===== config.mk =====
export PLATFORM = sky130hd
export DESIGN_NAME = pcs_tx_encoder
export DESIGN_NICKNAME = d
export VERILOG_FILES = /design/src/rtl/pcs_tx_pkg.sv /design/src/rtl/pcs_tx_framer.sv /design/src/rtl/pcs_tx_symbol_map.sv /design/src/rtl/pcs_tx_encoder.sv
export SDC_FILE = /design/constraint.sdc
export NUM_CORES = 1
export LEC_CHECK = 0
export BUFFER_PORTS_ARGS = -buffer_cell sky130_fd_sc_hd__buf_2
export CAP_MARGIN = 25
export CORE_AREA = 2 2 39 41
export CTS_CLUSTER_SIZE = 30
export DETAILED_ROUTE_END_ITERATION = 12
export DIE_AREA = 0 0 41 43
export PLACE_DENSITY = 0.5
export SLEW_MARGIN = 5
export SYNTH_ARGS = -nofsm -noshare
export SYNTH_HDL_FRONTEND = slang
export SYNTH_SLANG_ARGS = --single-unit

===== constraint.sdc =====
create_clock -name clk -period 0.9 [get_ports clk]
set_input_delay 0.09 -clock clk [delete_from_list [all_inputs] [get_ports clk]]
set_output_delay 0.09 -clock clk [all_outputs]
set_load 0.05 [all_outputs]

===== src/rtl/pcs_tx_pkg.sv =====
package pcs_tx_pkg;
  localparam int NIB_W = 4;
  localparam int SYM_W = 5;
  localparam int NUM_NIB = 1 << NIB_W;

  localparam logic [SYM_W-1:0] CODE_IDLE = 5'b11111;
  localparam logic [SYM_W-1:0] CODE_J    = 5'b11000;
  localparam logic [SYM_W-1:0] CODE_K    = 5'b10001;
  localparam logic [SYM_W-1:0] CODE_HALT = 5'b00100;

  typedef enum logic [1:0] {
    PH_IDLE,
    PH_SECOND,
    PH_DATA
  } phase_t;

  typedef enum logic [2:0] {
    SEL_IDLE,
    SEL_J,
    SEL_K,
    SEL_DATA,
    SEL_HALT
  } sym_sel_t;

  function automatic logic [SYM_W-1:0] data_code(input logic [NIB_W-1:0] n);
    logic [SYM_W-1:0] c;
    case (n)
      4'h0: c = 5'b11110;
      4'h1: c = 5'b01001;
      4'h2: c = 5'b10100;
      4'h3: c = 5'b10101;
      4'h4: c = 5'b01010;
      4'h5: c = 5'b01011;
      4'h6: c = 5'b01110;
      4'h7: c = 5'b01111;
      4'h8: c = 5'b10010;
      4'h9: c = 5'b10011;
      4'hA: c = 5'b10110;
      4'hB: c = 5'b10111;
      4'hC: c = 5'b11010;
      4'hD: c = 5'b11011;
      4'hE: c = 5'b11100;
      default: c = 5'b11101;
    endcase
    return c;
  endfunction
endpackage


===== src/rtl/pcs_tx_framer.sv =====
module pcs_tx_framer
  import pcs_tx_pkg::*;
(
  input  logic     clk,
  input  logic     rst,
  input  logic     tx_en,
  input  logic     tx_err,
  output sym_sel_t sel
);
  phase_t phase_q, phase_d;

  always_comb begin
    phase_d = PH_IDLE;
    sel     = SEL_IDLE;
    if (tx_en) begin
      case (phase_q)
        PH_IDLE: begin
          sel     = SEL_J;
          phase_d = PH_SECOND;
        end
        PH_SECOND: begin
          sel     = SEL_K;
          phase_d = PH_DATA;
        end
        default: begin
          sel     = tx_err ? SEL_HALT : SEL_DATA;
          phase_d = PH_DATA;
        end
      endcase
    end
  end

  always_ff @(posedge clk) begin
    if (rst) phase_q <= PH_IDLE;
    else     phase_q <= phase_d;
  end
endmodule


===== src/rtl/pcs_tx_symbol_map.sv =====
module pcs_tx_symbol_map
  import pcs_tx_pkg::*;
(
  input  sym_sel_t         sel,
  input  logic [NIB_W-1:0] nib,
  output logic [SYM_W-1:0] code
);
  always_comb begin
    case (sel)
      SEL_J:    code = CODE_J;
      SEL_K:    code = CODE_K;
      SEL_DATA: code = data_code(nib);
      SEL_HALT: code = CODE_HALT;
      default:  code = CODE_IDLE;
    endcase
  end
endmodule


===== src/rtl/pcs_tx_encoder.sv =====
module pcs_tx_encoder
  import pcs_tx_pkg::*;
(
  input  logic             clk,
  input  logic             rst,
  input  logic             tx_en,
  input  logic             tx_err,
  input  logic [NIB_W-1:0] tx_nib,
  output logic [SYM_W-1:0] tx_sym
);
  sym_sel_t         sel;
  logic [SYM_W-1:0] code;

  pcs_tx_framer u_framer (
    .clk    (clk),
    .rst    (rst),
    .tx_en  (tx_en),
    .tx_err (tx_err),
    .sel    (sel)
  );

  pcs_tx_symbol_map u_map (
    .sel  (sel),
    .nib  (tx_nib),
    .code (code)
  );

  always_ff @(posedge clk) begin
    if (rst) tx_sym <= CODE_IDLE;
    else     tx_sym <= code;
  end
endmodule


Yosys cells after proc, flatten, opt, wreduce, memory -nomap -nowiden. Memory sizes are Yosys's and may differ from the RTL's. Cells that the tools add are included.

Register bits after elaboration: 7. Latch bits: 0. Memory bits (writable): 0. Bits in read-only memories: 80. Word-level logic and storage cells: 16. Memories kept: 1.

Memory list: (no name shown) (words 16, bits a word 5, read ports 1, clocked after memory_dff 0, wr ports 0, RTL line pcs_tx_pkg.sv:27) `case (n)`.

$add $sub $neg: 0. Multipliers: 0. Div/mod/pow operators: 0. $lt $le $gt $ge: 0. Equality and inequality tests: 5. Shift operators: 0. Muxes and demuxes: 5. Bitwise gates (word level): 1. Reduce and logical (&&, ||, !) cells: 2.

Operator list (count): case mux 5 bit (4 select lines) (1); equality test 3 x 2 -> 1 bit, second input constant (2); two-way mux 3 bit (2); case mux 3 bit (2 select lines) (1); equality test 3 x 1 -> 1 bit, second input constant (1); equality test 3 bit, second input constant (1); equality test 2 x 1 -> 1 bit, second input constant (1); zero test 2 bit (1); two-way mux 2 bit (1); OR reduction 2 bit (1); NOT 1 bit (1).

Depth between registers and ports, before layout. Gate-level depths: netlist (run 1).

Word-level depth: 5. Gate-level depth with buffers: 3. Gate-level depth less buffers: 3.

Modules after synthesis. Synthesis (run 1) repeated with hierarchy kept, for this count alone.

Cells, all modules: 42. Area total of the unflattened synthesis: 332.8 sq um.

Modules (own cells, without submodules): pcs_tx_encoder (times used 1, cells an instance 10, area an instance 131.4 sq um, seq. area each 100.1 sq um); pcs_tx_symbol_map (times used 1, cells an instance 21, area an instance 108.9 sq um, seq. area each 0.0 sq um); pcs_tx_framer (times used 1, cells an instance 11, area an instance 92.6 sq um, seq. area each 40.0 sq um).

Worst setup path before layout (run 1). OpenSTA, ideal clock, no wires.

Path kind: register -> register. Start: register u_framer.phase_q[1]. End: register tx_sym[3]. Setup time: 0.117 ns. Arrival time: 0.649 ns. Setup slack: 0.134 ns. Cell stages (with the launch flop): 4. Clock period less this slack: 0.766 ns. Cell sequence: dfxtp_1 -> and2b_1 -> o211ai_1 -> nand2_1.

Longest elaborated chain between the ends: 5. Elaborated cells on any way between the ends: 9. Those cells by class: eq/ne (5); mux (3); reduce/logical (1).

Ends and longest elaborated chain: from (decl) (RTL line pcs_tx_framer.sv:10) `phase_t phase_q, phase_d;`; from (signal assigned) (RTL line pcs_tx_framer.sv:35) `else phase_q <= phase_d;`; equality test 2 x 1 -> 1 bit or zero test 2 bit (tied branches) (RTL line pcs_tx_framer.sv:16) `case (phase_q)`; case mux 3 bit (2 select lines) * (RTL line pcs_tx_framer.sv:16); two-way mux 3 bit * (RTL line pcs_tx_framer.sv:15) `if (tx_en) begin`; equality test 3 bit, or another cell as far along (RTL line pcs_tx_symbol_map.sv:9) `case (sel)`; case mux 5 bit (4 select lines) * (RTL line pcs_tx_symbol_map.sv:9); to (signal assigned) (RTL line pcs_tx_encoder.sv:30) `else tx_sym <= code;`; to (decl) (RTL line pcs_tx_encoder.sv:9) `output logic [SYM_W-1:0] tx_sym`.

Every way passes the cells marked *; elsewhere a longest branch is shown, timed or not. A chain may end at the register's enable or synchronous reset.

Worst setup path after layout (run 1).
Start: register tx_sym[2]. End: output tx_sym[2].

No word-level cell between the ends.

==> flow_metrics.py, run 1 <==
metrics = {
    "synthesis": {
        "synth_fa_ha_area_share_pct": 0,
        "synthMuxAreaShare_pct": 0,
        "synth_xor_area_share_pct": 0,
        "yosysSeqAreaShare_pct": 51.9,
        "avgSynthCellArea_um2": 9.32,
        "yosysTopAreaCellShare_pct": 51.9,
        "ys_types": 15,
        "synth-compound-area-share_pct": 17.6,
        "synth-simple-area-share_pct": 29.2,
        "syn-num-nets": 37,
        "synth_seq_cells": 7,
        "ys_top_cells_by_area": "dfxtp_1, and2b_1, nand2_1",
        "synth_warnings": 0,
        "syn_inst": 29,
        "syn_area_um2": 270,
        "yosys.area.top_type": "dfxtp_1",
        "synth_top_family_by_area": "simple AND/OR/NAND/NOR gates",
    },
    "drt": {
        "drc": 0,
        "firstDrtPassIters": 3,
        "vias": 245,
        "ant_nets": 0,
        "totalWireLength_um": 491,
        "viasPerCell": 4.02,
        "drtIter0Drc": 3,
        "routedWlPerCell_um": 8.05,
    },
    "layout": {
        "syn2layout_area_growth_pct": 44.4,
        "layout.cells.non_filler": 61,
        "layout.nets": 54,
        "final_common_cell": "clkbuf_4",
        "diodes": 0,
        "fillCellCount": 165,
        "fin_area_um2": 390,
        "mostFrequentLayoutCells": "clkbuf_4, buf_2, dfxtp_1, nand2_1",
        "drive_above_1_share_pct": 37.8,
    },
    "global_route": {
        "antenna_found_initial": 0,
        "grt_max_degree": 7,
        "grt_pass1_wl_um": 945,
        "grt_use_total_pct": 9.05,
        "overflow": 0,
        "grt_pass1_vias": 235,
    },
    "worst_setup_path": {
        "slowest_delay_ns": 0.30,
        "cp_num_buf_inv": 1,
        "cp_num_cells": 1,
        "critPathArrivalTime_ns": 0.77,
        "slowest_stage": "dfxtp_1",
        "critPathKind": "flop to output pin",
        "critPathTopFamily": "flip-flops",
        "reg2reg_depth": 3,
        "worstPathCellList": "clkbuf_4",
        "setup.worst_path.start_class": "flop",
        "worstPathMaxFanout": 1,
        "cp-end-kind": "output pin",
        "required_ns": 0.81,
    },
    "timing": {
        "slew_viol_final": 0,
        "setup_viol": 0,
        "setup_tns_ns": 0,
        "fmax_mhz": 1160,
        "period_minus_slack_ns": 0.859,
        "tightest_slew_ns": 0.184,
        "holdWs_ns": 0.0835,
        "period_share_pct": 95.4,
        "finClkSkew_ns": 0.00369,
        "relSlewSlack_pct": 87.6,
        "rsz0062_at_grt": "false",
        "finalHoldViolCount": 0,
    },
    "pwr": {
        "total_power_w": 0.000705,
        "p_per_area_nw_per_um2": 1810,
        "ir_worst_vdd_uv": 717,
        "p_leak_nw": 0.167,
    },
    "place": {
        "place_hpwl_um": 391,
        "port_buffers": 12,
        "place_congestion": 0.650,
        "place_area_um2": 350,
        "dpl.cell_count": 57,
    },
    "floorplanning": {
        "row_count": 14,
        "die_h_um": 43,
        "fp.dieW_um": 41,
        "ios": 13,
        "start_util_pct": 19.5,
        "dieArea_um2": 1760,
        "core_um2": 1380,
    },
    "clock_network": {
        "clkLatencyLatePin_ns": 0.25,
        "clockBufferDepth": 2,
        "cts_tree": "done",
        "path_clk_slew_ns": 0.05,
        "cts-root-buf": "clkbuf_4",
        "cts_setup_buffers": 0,
        "cts.sinks": 7,
        "htree_levels": 1,
        "numCtsBuffers": 3,
    },
    "run": {
        "max-cap-violations": 0,
    },
    "status": {
        "status": "completed",
    },
    "min_path": {
        "hold_depth": 2,
        "hp-class": "primary input to flop",
    },
}
==> synth_stat cells (all sizes together) <==
cell and number:
nand2b 2, and2b 2, o21a 1, nor2 2
dfxtp 7, inv 1, nor3b 1, o211ai 3
nand3 2, nand2 4, a21oi 1, o31ai 1
nor3 1, or2 1
==> final timing paths <==
path | start | to | slack (ns)
worst max-delay path | tx_sym[2] | tx_sym[2] | 0.04
worst min register to register | u_framer.phase_q[1] | tx_sym[4] | 0.44
worst min-delay path | tx_err | tx_sym[4] | 0.08
worst max register to register | u_framer.phase_q[1] | tx_sym[3] | 0.11
==> cells by family (layout without fill, tap and decap cells) <==
group                  Yosys count  in the layout
DFF                              7              7
buffers and inverters            1             17
AOI/OAI and AO/OA                6              6
and+or+nand+nor                 15             15
==> per-stage QoR <==
stage / utilization, % / setup slack, ns
finish: 28.2 / 0.0413
global route: 28.2 / 0.00249
CTS: 27.2 / 0.00292
detailed placement: 25.3 / 0.0871
global placement: 25.3 / 0.0844
floorplan: - / 0.134
==> layout make-up <==
cell class	count	area, um2	area share [%]
Inverter	1	3.75	0.962
Multi-Input combinational cell	21	126	32.4
Clock buffer	4	26.3	6.73
Tap cell	16	20.0	5.13
Sequential cell	7	141	36.2
Timing Repair Buffer	12	72.6	18.6
==> report_power, final <==
part           switching [W]  total, W  internal [W]
clock network       0.000106  0.000274      0.000169
logic              0.0000646  0.000101     0.0000360
registers         0.00000562  0.000331      0.000325
total               0.000176  0.000705      0.000530
==> registers in the layout (all words and copies together), names as in the netlist <==
| signal | count |
|---|---|
| tx_sym | 5 |
| u_framer.phase_q | 2 |
==> routing by layer <==
| metal | GRT usage (%) | wire length [um] | up-vias | share of wire (%) |
|---|---|---|---|---|
| met3 | 6.28 | 41 | 2 | 8.4 |
| met2 | 9.38 | 214 | 10 | 44 |
| met1 | 10.7 | 220 | 99 | 45 |
| met4 | 10.0 | 14 | 0 | 2.9 |
| li1 | - | - | 134 | - |
| met5 | 0 | 0 | - | 0 |
==> repair_timing <==
item | 4_1_cts | 5_1_grt
setup endpoints to repair | 0 | 6
resized for setup | 0 | 6
hold buffers | 0 | 0
Power figures use the tool's default switching activity.
==> run 2, diff against run 1 <==
Settings changed: ABC_AREA set to 1, PLACE_DENSITY 0.5 to 0.51.
Clock period 0.9 ns to 1.09 ns, I/O delays scaled along.
==> flow_metrics.py, run 2 <==
metrics = {
    "synthesis": {
        "yosysSeqAreaShare_pct": 48.9,
        "syn_area_um2": 287,
        "syn-num-nets": 49,
        "synth.top_cells.by_count": "nand2_1, inv_1, dfxtp_1",
        "avgSynthCellArea_um2": 6.99,
        "yosysMostFrequentCell": "nand2_1",
        "synth_ff_type": "dfxtp_1",
        "synth_edf_count": 0,
        "synth_warnings": 0,
        "ys_types": 10,
        "async_reset_ff_share_pct": 0,
        "synth_seq_cells": 7,
        "yosys.area.top_type": "dfxtp_1",
        "syn_inst": 41,
        "yosysTopAreaCellShare_pct": 48.9,
        "ys_top_cells_by_area": "dfxtp_1, nand2_1, inv_1",
    },
    "clock_network": {
        "htree_levels": 1,
        "clkLatencyLatePin_ns": 0.26,
        "cts_resized": 0,
        "cts-root-buf": "clkbuf_4",
        "cts_setup_buffers": 0,
        "cts_tree": "done",
        "hold_buffers": 0,
        "numCtsBuffers": 3,
        "cts.sinks": 7,
        "path_clk_slew_ns": 0.06,
        "clockBufferDepth": 2,
    },
    "pwr": {
        "power.internal_w": 0.000429,
        "p_per_area_nw_per_um2": 1520,
        "pwr-share-comb_pct": 14.4,
        "p_sw_share_pct": 28.3,
        "ir_worst_vdd_uv": 403,
        "clockPowerShare_pct": 40.0,
        "switchingPower_w": 0.000169,
        "p_leak_nw": 0.206,
        "p_seq_share_pct": 45.6,
    },
    "drt": {
        "totalWireLength_um": 566,
        "vias": 292,
        "viasPerCell": 4.00,
        "routedWlPerCell_um": 7.75,
        "drc": 0,
        "drtIter0Drc": 3,
        "ant_nets": 0,
        "firstDrtPassIters": 4,
    },
    "floorplanning": {
        "die_h_um": 43,
        "row_count": 14,
        "start_util_pct": 20.7,
        "core_um2": 1380,
        "fp.dieW_um": 41,
        "dieArea_um2": 1760,
        "ios": 13,
    },
    "global_route": {
        "grt_pass1_wl_um": 731,
        "antenna_found_initial": 0,
        "grt_pass1_vias": 200,
        "grt_use_total_pct": 6.62,
        "grt_max_degree": 7,
        "overflow": 0,
    },
    "worst_setup_path": {
        "critPathTopFamily": "flip-flops",
        "worstPathMaxFanout": 1,
        "required_ns": 0.98,
        "worstPathCellList": "buf_2",
        "cp-end-kind": "output pin",
        "setup.worst_path.start_class": "flop",
        "critPathKind": "flop to output pin",
        "slowest_stage": "dfxtp_1",
        "cp_num_buf_inv": 1,
        "slowest_delay_ns": 0.30,
        "critPathArrivalTime_ns": 0.81,
    },
    "layout": {
        "syn2layout_area_growth_pct": 37.6,
        "layout.nets": 66,
        "final_common_cell": "buf_2",
        "diodes": 0,
        "fin_util_pct": 28.5,
        "max_flop_register": "tx_sym",
        "drive_above_1_share_pct": 29.8,
        "mostFrequentLayoutCells": "buf_2, nand2_1, inv_1, dfxtp_1, nor2_1",
        "top_regs": "tx_sym: 5 flops, u_framer.phase_q: 2 flops",
        "largest_reg_flops": 5,
    },
    "place": {
        "place_hpwl_um": 473,
        "port_buffers": 12,
        "place_congestion": 0.709,
    },
    "timing": {
        "period_minus_slack_ns": 0.921,
        "tightest_slew_ns": 0.252,
        "relSlewSlack_pct": 83.3,
        "rsz0062_at_grt": "false",
        "slew_viol_final": 0,
        "holdWs_ns": 0.0938,
        "fmax_mhz": 1090,
        "setup_tns_ns": 0,
        "finalHoldViolCount": 0,
        "finClkSkew_ns": 0.00992,
        "setup_viol": 0,
        "period_share_pct": 84.5,
    },
    "min_path": {
        "hp-class": "primary input to flop",
    },
    "run": {
        "max-cap-violations": 0,
    },
    "status": {
        "status": "completed",
    },
}
==> run 2: cell types whose count changed after synthesis, sizes merged <==
cell / previous run / this run
o21ai: 0 / 4
and2b: 2 / 0
o21a: 1 / 0
nand3: 2 / 4
nand2b: 2 / 0
a21oi: 1 / 2
nor2: 2 / 6
nand2: 4 / 9
inv: 1 / 8
o211ai: 3 / 0
or2: 1 / 0
o31ai: 1 / 0
nor3b: 1 / 0
==> run 2: kinds of logic (layout without fill, tap and decap cells) <==
kind of cell / Yosys count / count (layout) / share of synthesized area [%]
AOI/OAI and AO/OA: 6 / 6 / 10.5
buffers and inverters: 8 / 24 / 10.5
DFF: 7 / 7 / 48.9
and+or+nand+nor: 20 / 20 / 30.1
==> run 2: power groups by stage <==
stage	combinational, W	clock [W]	sequential [W]
2_1_floorplan	0.0000277	0	0.000306
3_3_place_gp	0.0000883	0	0.000278
3_5_place_dp	0.0000871	0	0.000278
4_1_cts	0.0000873	0.000252	0.000273
5_1_grt	0.0000933	0.000261	0.000274
6_report	0.0000863	0.000239	0.000273
==> run 2: worst paths after layout <==
kind                        from                   to  slack [ns]  cells past startpoint
max reg2reg  u_framer.phase_q[1]            tx_sym[3]        0.27                      3
min reg2reg  u_framer.phase_q[0]  u_framer.phase_q[0]        0.46                      1
min                       tx_err            tx_sym[2]        0.09                      3
max                    tx_sym[3]            tx_sym[3]        0.17                      1
==> run 2: worst min-delay path: stages <==
cell	delay, ns
buf_2	0.09
a21oi_1	0.06
nand2_1	0.06
==> run 2: layer usage <==
layer | wire length [um] | part of all wire (%) | up-vias | global-route usage [%]
met5 | 0 | 0 | - | 0
met4 | 23 | 4.1 | 0 | 8.00
met3 | 89 | 16 | 2 | 2.09
met2 | 214 | 38 | 16 | 7.50
met1 | 238 | 42 | 115 | 8.33
li1 | - | - | 159 | -
==> run 2: per-stage QoR <==
stage | instances | setup WS [ns] | cell area (um2) | total power, W
3_5_place_dp | 69 | 0.270 | 367 | 0.000365
2_1_floorplan | 41 | 0.347 | 287 | 0.000334
4_1_cts | 73 | 0.154 | 394 | 0.000612
5_1_grt | 73 | 0.132 | 394 | 0.000628
6_report | 73 | 0.169 | 394 | 0.000598
3_3_place_gp | 69 | 0.253 | 367 | 0.000366
==> run 2: layout make-up <==
cell class | count | area, um2
Multi-Input combinational cell | 26 | 116
Timing Repair Buffer | 12 | 60.1
Inverter | 8 | 30.0
Clock inverter | 1 | 5.00
Clock buffer | 3 | 22.5
Fill cell | 159 | 990
Sequential cell | 7 | 140
Tap cell | 16 | 20.0
==> run 3, diff against run 2 <==
Settings changed: PLACE_DENSITY 0.51 to 0.52.
Clock period 1.09 ns to 0.8 ns, I/O delays scaled along.
==> flow_metrics.py, run 3 (synthesis results as in run 2) <==
metrics = {
    "worst_setup_path": {
        "cp_num_buf_inv": 1,
        "worstPathMaxFanout": 1,
        "critPathTopFamily": "flip-flops",
        "critPathArrivalTime_ns": 0.71,
        "slowest_delay_ns": 0.32,
        "cp-end-kind": "output pin",
        "required_ns": 0.72,
        "slowest_stage": "dfxtp_2",
        "critPathKind": "flop to output pin",
        "worstPathCellList": "buf_6",
        "setup.worst_path.start_class": "flop",
        "rrSetupSlack_ns": 0.05,
    },
    "floorplanning": {
        "die_h_um": 43,
        "fp.dieW_um": 41,
        "dieArea_um2": 1760,
        "row_count": 14,
        "start_util_pct": 20.7,
        "core_um2": 1380,
        "ios": 13,
    },
    "timing": {
        "finClkSkew_ns": 0.00319,
        "fmax_mhz": 1260,
        "setup_tns_ns": 0,
        "finalHoldViolCount": 0,
        "setup_viol": 0,
        "period_minus_slack_ns": 0.795,
        "tightest_slew_ns": 0.174,
        "slew_viol_final": 0,
        "relSlewSlack_pct": 88.4,
        "period_share_pct": 99.3,
        "rsz0062_at_grt": "true",
    },
    "drt": {
        "drc": 0,
        "totalWireLength_um": 598,
        "drtIter0Drc": 12,
        "vias": 286,
        "routedWlPerCell_um": 8.19,
        "ant_nets": 0,
        "firstDrtPassIters": 4,
        "viasPerCell": 3.92,
    },
    "clock_network": {
        "numCtsBuffers": 3,
        "path_clk_slew_ns": 0.05,
        "cts.sinks": 7,
        "clockBufferDepth": 2,
        "clkLatencyLatePin_ns": 0.25,
        "htree_levels": 1,
        "cts_setup_buffers": 0,
        "cts-root-buf": "clkbuf_4",
        "cts_tree": "done",
        "hold_buffers": 0,
    },
    "layout": {
        "max_flop_register": "tx_sym",
        "diodes": 0,
        "layout.nets": 66,
        "largest_reg_flops": 5,
        "final_common_cell": "nand2_1",
        "layout.cells.non_filler": 73,
        "drive_above_1_share_pct": 42.1,
        "top_regs": "tx_sym: 5 flops, u_framer.phase_q: 2 flops",
        "syn2layout_area_growth_pct": 55.9,
        "mostFrequentLayoutCells": "nand2_1, inv_1, buf_2, nor2_1, dfxtp_2",
    },
    "place": {
        "dpl.cell_count": 69,
        "port_buffers": 12,
        "place_hpwl_um": 479,
        "place_congestion": 0.784,
    },
    "global_route": {
        "grt_use_total_pct": 8.04,
        "grt_pass1_vias": 234,
        "antenna_found_initial": 0,
        "overflow": 0,
        "grt_max_degree": 7,
        "grt_pass1_wl_um": 862,
    },
    "status": {
        "status": "completed",
    },
    "run": {
        "max-cap-violations": 0,
    },
    "pwr": {
        "ir_worst_vdd_uv": 662,
        "p_leak_nw": 0.221,
        "p_per_area_nw_per_um2": 1860,
    },
    "min_path": {
        "hp-class": "primary input to flop",
    },
}
[run 3: cell types whose count changed in the layout (fill, tap and decap cells not counted), moves of 2 or more]
| cell | delta |
|---|---|
| buf_8 | +2 |
| dfxtp_2 | +6 |
| buf_6 | +3 |
| dfxtp_1 | -7 |
| buf_2 | -5 |
[run 3: through the flow]
step	cell area, um2	total power [W]	util (%)	setup slack (ns)	hold slack [ns]
after CTS	434	0.000834	31.4	-0.00352	0.0626
after floorplan	287	0.000455	-	0.0570	0.198
final	447	0.000829	32.3	0.00540	0.0669
after global placement	367	0.000499	26.5	-0.0338	0.325
after global routing	447	0.000879	32.3	-0.0241	0.0771
after detailed placement	367	0.000499	26.5	-0.0600	0.321
[run 3: repair_timing]
item,CTS,global route
gates resized for setup,17,5
cloned,0,0
pin swaps,0,2
endpoints found under the setup margin,8,7
[run 3: power breakdown]
part / internal (W) / switching, W / total [W] / leakage [nW]
clock: 0.000190 / 0.000126 / 0.000316 / 0.0150
combinational: 0.0000532 / 0.0000834 / 0.000137 / 0.149
sequential: 0.000366 / 0.0000107 / 0.000376 / 0.0571
[run 3: cell type report]
class / instances / area [um2]
fill: 157 / 937
clock buffer: 4 / 26.3
tap: 16 / 20.0
sequential: 7 / 151
multi-input combinational: 26 / 120
timing repair buffer: 12 / 98.8
inverter: 8 / 30.0
[run 3: final timing paths]
| kind | startpoint | endpoint | depth (start not counted) |
|---|---|---|---|
| max | tx_sym[1] | tx_sym[1] | 1 |
| min | tx_err | tx_sym[2] | 3 |
| max reg2reg | u_framer.phase_q[1] | tx_sym[2] | 4 |
| min reg2reg | u_framer.phase_q[0] | u_framer.phase_q[0] | 1 |
[run 3: layer usage]
layer  vias up  routed length, um  GRT usage (%)
li1        157                  -              -
met1       114                279           9.68
met2        15                262           9.06
met3         0                 56           6.28
met4         0                  0           6.00
met5         -                  0              0
